==> src/rtl/mac_flags_pkg.sv <==
package mac_flags_pkg;
  typedef enum logic {
    OP_LOAD  = 1'b0,
    OP_ACCUM = 1'b1
  } mac_op_e;

  typedef struct packed {
    logic n;
    logic v;
    logic z;
    logic l;
  } mac_flags_t;

  localparam mac_flags_t FLAGS_CLEARED_ACC = '{n: 1'b0, v: 1'b0, z: 1'b1, l: 1'b0};
endpackage

==> src/rtl/mac_dbl_mul.sv <==
module mac_dbl_mul #(
  parameter int unsigned OPW = 16,
  localparam int unsigned PW = 2 * OPW
) (
  input  logic [OPW-1:0] op_a,
  input  logic [OPW-1:0] op_b,
  output logic [PW-1:0]  prod
);
  logic signed [PW-1:0] full;

  assign full = $signed(op_a) * $signed(op_b);
  // scale by two; the top bit of the full product drops out
  assign prod = {full[PW-2:0], 1'b0};
endmodule

==> src/rtl/mac_acc_add.sv <==
module mac_acc_add
  import mac_flags_pkg::*;
#(
  parameter int unsigned AW = 32
) (
  input  logic [AW-1:0] acc,
  input  logic [AW-1:0] addend,
  output logic [AW-1:0] sum,
  output mac_flags_t    flg
);
  logic [AW:0] wide;

  assign wide  = {1'b0, acc} + {1'b0, addend};
  assign sum   = wide[AW-1:0];
  assign flg.n = wide[AW-1];
  assign flg.z = ~|wide[AW-1:0];
  assign flg.l = wide[AW];
  assign flg.v = (acc[AW-1] == addend[AW-1]) && (wide[AW-1] != acc[AW-1]);
endmodule

==> src/rtl/mac_flags_unit.sv <==
module mac_flags_unit
  import mac_flags_pkg::*;
#(
  parameter int unsigned OPW = 16,
  parameter int unsigned STW = 16,
  localparam int unsigned AW  = 2 * OPW,
  localparam int unsigned N_BIT = STW - 1,
  localparam int unsigned V_BIT = STW - 2,
  localparam int unsigned Z_BIT = STW - 3,
  localparam int unsigned L_BIT = STW - 4
) (
  input  logic           clk,
  input  logic           rst_n,
  input  logic           x_we,
  input  logic           y_we,
  input  logic [OPW-1:0] wdata,
  input  logic           cmd_valid,
  input  logic           cmd_op,
  input  logic [OPW-1:0] cmd_a,
  input  logic [OPW-1:0] cmd_b,
  output logic [AW-1:0]  p_o,
  output logic [AW-1:0]  a_o,
  output logic [STW-1:0] stat_o
);
  logic [OPW-1:0] x_q, y_q;
  logic [AW-1:0]  p_q, a_q;
  mac_flags_t     flags_q;

  logic [OPW-1:0] mul_a, mul_b;
  logic [AW-1:0]  prod, acc_sum;
  mac_flags_t     acc_flags;
  logic           is_accum;

  assign is_accum = (mac_op_e'(cmd_op) == OP_ACCUM);

  // a command owns the multiplier; otherwise it sees the post-write registers
  always_comb begin
    if (cmd_valid) begin
      mul_a = cmd_a;
      mul_b = cmd_b;
    end else begin
      mul_a = x_we ? wdata : x_q;
      mul_b = y_we ? wdata : y_q;
    end
  end

  mac_dbl_mul #(.OPW(OPW)) mul_i (
    .op_a (mul_a),
    .op_b (mul_b),
    .prod (prod)
  );

  mac_acc_add #(.AW(AW)) add_i (
    .acc    (a_q),
    .addend (p_q),
    .sum    (acc_sum),
    .flg    (acc_flags)
  );

  always_ff @(posedge clk) begin
    if (!rst_n) begin
      x_q     <= '0;
      y_q     <= '0;
      p_q     <= '0;
      a_q     <= '0;
      flags_q <= '0;
    end else begin
      if (x_we) x_q <= wdata;
      if (y_we) y_q <= wdata;
      if (cmd_valid || x_we || y_we) p_q <= prod;
      if (cmd_valid) begin
        if (is_accum) begin
          a_q     <= acc_sum;
          flags_q <= acc_flags;
        end else begin
          a_q     <= '0;
          flags_q <= FLAGS_CLEARED_ACC;
        end
      end
    end
  end

  always_comb begin
    stat_o        = '0;
    stat_o[N_BIT] = flags_q.n;
    stat_o[V_BIT] = flags_q.v;
    stat_o[Z_BIT] = flags_q.z;
    stat_o[L_BIT] = flags_q.l;
  end

  assign p_o = p_q;
  assign a_o = a_q;


  load_zero_flags_chk: assert property (@(posedge clk) disable iff (!rst_n)
    cmd_valid && !cmd_op |=> (a_o == '0) && stat_o[Z_BIT] && !stat_o[N_BIT]
                             && !stat_o[V_BIT] && !stat_o[L_BIT]);


  accum_sum_chk: assert property (@(posedge clk) disable iff (!rst_n)
    cmd_valid && cmd_op |=> a_o == AW'($past(a_o) + $past(p_o)));


  accum_nz_chk: assert property (@(posedge clk) disable iff (!rst_n)
    cmd_valid && cmd_op |=> (stat_o[N_BIT] == a_o[AW-1]) && (stat_o[Z_BIT] == (a_o == '0)));


  idle_acc_stable_chk: assert property (@(posedge clk) disable iff (!rst_n)
    !cmd_valid |=> $stable(a_o) && $stable(stat_o));


  p_hold_chk: assert property (@(posedge clk) disable iff (!rst_n)
    !cmd_valid && !x_we && !y_we |=> $stable(p_o));
endmodule

==> config.mk <==
export PLATFORM = sky130hd
export DESIGN_NAME = mac_flags_unit
export DESIGN_NICKNAME = d
export VERILOG_FILES = /design/src/rtl/mac_flags_pkg.sv /design/src/rtl/mac_dbl_mul.sv /design/src/rtl/mac_acc_add.sv /design/src/rtl/mac_flags_unit.sv
export SDC_FILE = /design/constraint.sdc
export NUM_CORES = 1
export LEC_CHECK = 0
export ABC_AREA = 1
export BUFFER_PORTS_ARGS = -buffer_cell sky130_fd_sc_hd__buf_2
export CORE_AREA = 2 2 191 193
export CTS_CLUSTER_SIZE = 10
export DETAILED_ROUTE_END_ITERATION = 16
export DIE_AREA = 0 0 193 195
export MAX_ROUTING_LAYER = met4
export PLACE_DENSITY = 0.78
export SLEW_MARGIN = 10
export SYNTH_ARGS = -nofsm -noshare
export SYNTH_HDL_FRONTEND = slang
export SYNTH_HIERARCHICAL = 1
export SYNTH_SLANG_ARGS = --single-unit
==> constraint.sdc <==
create_clock -name clk -period 5.94 [get_ports clk]
set_input_delay 0.297 -clock clk [delete_from_list [all_inputs] [get_ports clk]]
set_output_delay 0.297 -clock clk [all_outputs]
set_load 0.01 [all_outputs]
==> flow_summary.yaml <==
clock_tree:
  cts-hold-fix-buffers: 0
  clk_latency_ns: 0.37
  cts_made_buffers: 9
  cts_sinks: 100
  cts_tree: "built"
  ctsRootBufferMaster: "clkbuf_16"
  path_clk_slew_ns: 0.08
  cts_max_level: 3
  clockBufferDepth: 2
synth:
  syn-cell-area_sq_mm: 0.0177
  synth_cell_types: 40
  ys.flop_type: "dfxtp_1"
  ys_ff_latch: 100
  synth_area_per_cell_sq_um: 6.66
  netlist_instances: 2651
  synth_edf_count: 0
  synthArstFlopShare_pct: 0
  synth_seq_area_share_pct: 11.3
  synth_warnings: 6
floorplan:
  num_io_pins: 134
  dieArea_sq_mm: 0.0376
  die_w_um: 193
  die_y_um: 195
  num_rows: 69
  core_area_sq_mm: 0.0354
  initial_core_util_pct: 49.9
setup_path:
  crit_arrival_ns: 6.10
  critPathKind: "in -> reg"
  slowest_stage: "fa_1"
  critPathBufInv: 11
  cp-start-kind: "input port"
  cpPeakStageDelay_ns: 0.53
  critPathMaxFanout: 9
  critPathTopFamily: "adder cells"
  cpMostUsedCell: "fa_1"
  crit_path_end_kind: "flop"
  required_ns: 6.24
timing:
  final.setup.tns_ns: 0
  slew_headroom_pct: 40.7
  hold_viol_final: 0
  finalCriticalPeriod_ns: 5.80
  timing.fmax_ghz: 0.172
  setup_viol: 0
  rsz0062_at_grt: "yes"
  final_max_slew_viol_count: 0
  post-route-period-util_pct: 97.6
  fin_ws_ns: 0.141
  worst_slew_pin_slew_ns: 0.889
  fin_worst_skew_ns: 0.0131
global_route:
  antenna_found_initial: 0
  grt_use_total_pct: 28.9
  grt_max_degree: 65
  overflow: 0
  first_global_vias: 16900
  grt_pass1_wl_um: 83900
detailed_routing:
  wl_um: 52300
  first_pass_iters: 8
  ant_nets: 0
  drc: 0
  avgViaCountPerCell: 5.04
  vias: 16800
  wire_per_inst_um: 15.7
  drt_iter0_markers: 1208
placement:
  gp_congestion: 0.983
  place_inst: 3292
  dp_slack_ns: -0.342
  io_buffers: 121
  dp_hpwl_um: 43800
cells_and_area:
  n_fill_cell: 3291
  antenna_cells: 0
  fin_nets: 3287
  final_layout_size_suffix_gt1_share_pct: 15.7
  finalNonFillerCells: 3330
  area_growth_pct: 17.4
flow_run:
  drv_cap: 0
run_status:
  status: "finished clean"
hold_path:
  hold_class: "in -> reg"
placed cells by master, fill, tap and decap left out, types with 9 or more instances in the layout:
| master | count |
|---|---|
| nand2_1 | 836 |
| inv_1 | 644 |
| fa_1 | 251 |
| buf_4 | 155 |
| nor2_1 | 143 |
| a21oi_1 | 120 |
| buf_2 | 120 |
| ha_1 | 101 |
| dfxtp_1 | 99 |
| nand3_1 | 88 |
| nand2_2 | 30 |
| nor2_2 | 21 |
| nand4_1 | 21 |
| buf_12 | 21 |
| and2_1 | 18 |
| o21ai_0 | 17 |
| xor2_1 | 14 |
| conb_1 | 13 |
| o21ai_1 | 11 |
| a31oi_1 | 11 |
| inv_2 | 10 |
| nand3b_1 | 10 |
| clkbuf_16 | 10 |
| nand3_2 | 9 |
| ha_4 | 9 |
kinds of logic (layout without fill, tap and decap cells):
family	count (synthesis)	in the layout	synth area share, %
AO/OA/AOI/OAI	184	184	5.51
buffers and inverters	773	980	17.0
AND/OR/NAND/NOR	1201	1201	27.9
other	2	13	0.0425
flip-flops	100	100	11.3
adder cells (fa/ha/maj)	369	369	37.1
XOR/XNOR	22	22	1.09
cell usage after synthesis (3+ instances only):
| cell | instances | area (sq um) |
|---|---|---|
| nand2_1 | 855 | 3210 |
| inv_1 | 652 | 2450 |
| fa_1 | 257 | 5140 |
| nor2_1 | 157 | 589 |
| a21oi_1 | 127 | 636 |
| ha_1 | 112 | 1400 |
| dfxtp_1 | 100 | 2000 |
| nand3_1 | 89 | 445 |
| clkbuf_1 | 70 | 263 |
| o21ai_0 | 29 | 145 |
| buf_2 | 21 | 105 |
| buf_4 | 21 | 158 |
| nand4_1 | 21 | 131 |
| and2_1 | 18 | 113 |
| a31oi_1 | 16 | 100 |
| nand2_2 | 15 | 93.8 |
| xor2_1 | 14 | 123 |
| nand3b_1 | 10 | 75.1 |
| nand3_2 | 8 | 80.1 |
| nor2_2 | 8 | 50.1 |
| nor3_1 | 8 | 40.0 |
| xnor2_1 | 8 | 70.1 |
| o21bai_1 | 5 | 37.5 |
| or2_2 | 5 | 31.3 |
| inv_2 | 4 | 15.0 |
| buf_1 | 3 | 11.3 |
sequential cells by signal (all words and copies together) (netlist names):
name / flops
a_o: 32
p_o: 32
x_q: 16
y_q: 16
stat_o: 4
layout make-up:
class                           count  area, sq um  share of cell area [%]
Multi-Input combinational cell   1789        13100                    63.0
Inverter                          657         2470                    11.9
Timing Repair Buffer              307         2320                    11.2
Sequential cell                   100         2000                    9.67
Tap cell                          461          577                    2.78
Clock buffer                       11          233                    1.12
Clock inverter                      5         61.3                   0.296
path summary, 6_finish.rpt:
check,start,to,slack [ns],depth (start not counted)
setup / recovery,cmd_valid,p_o[19],0.14,28
hold / removal,wdata[4],x_q[4],0.23,3
setup reg to reg,x_q[8],p_o[19],0.17,23
hold reg to reg,x_q[0],x_q[0],0.47,2
tightest hold or removal path, stage by stage:
cell	delay, ns
buf_2	0.11
nand2_1	0.08
a21oi_1	0.06
per-layer routing:
metal / part of all wire [%] / wire length [um] / vias up / global-route usage [%]
met5: 0 / 0 / - / -
met4: 3.9 / 2050 / 0 / 9.99
met3: 4.8 / 2510 / 142 / 2.89
met2: 49 / 25900 / 538 / 49.3
met1: 42 / 21800 / 7974 / 35.8
li1: - / - / 8129 / -
stage by stage:
| stage | hold WS (ns) | cell area [sq um] | util (%) |
|---|---|---|---|
| after floorplan | 0.446 | 17700 | - |
| after global placement | 0.452 | 19900 | 56.1 |
| after detailed placement | 0.462 | 19900 | 56.1 |
| after CTS | 0.215 | 20200 | 57.1 |
| after global routing | 0.242 | 20700 | 58.6 |
| final | 0.233 | 20700 | 58.6 |
repair_timing:
action	4_1_cts	5_1_grt
endpoints found under the setup margin	2	19
pin swaps	2	28
resized for setup	6	104
cloned	0	1
buffers inserted	2	19
Power is not shown: default switching activity piles up to over one toggle a cycle in this logic, so the estimate is an artifact.
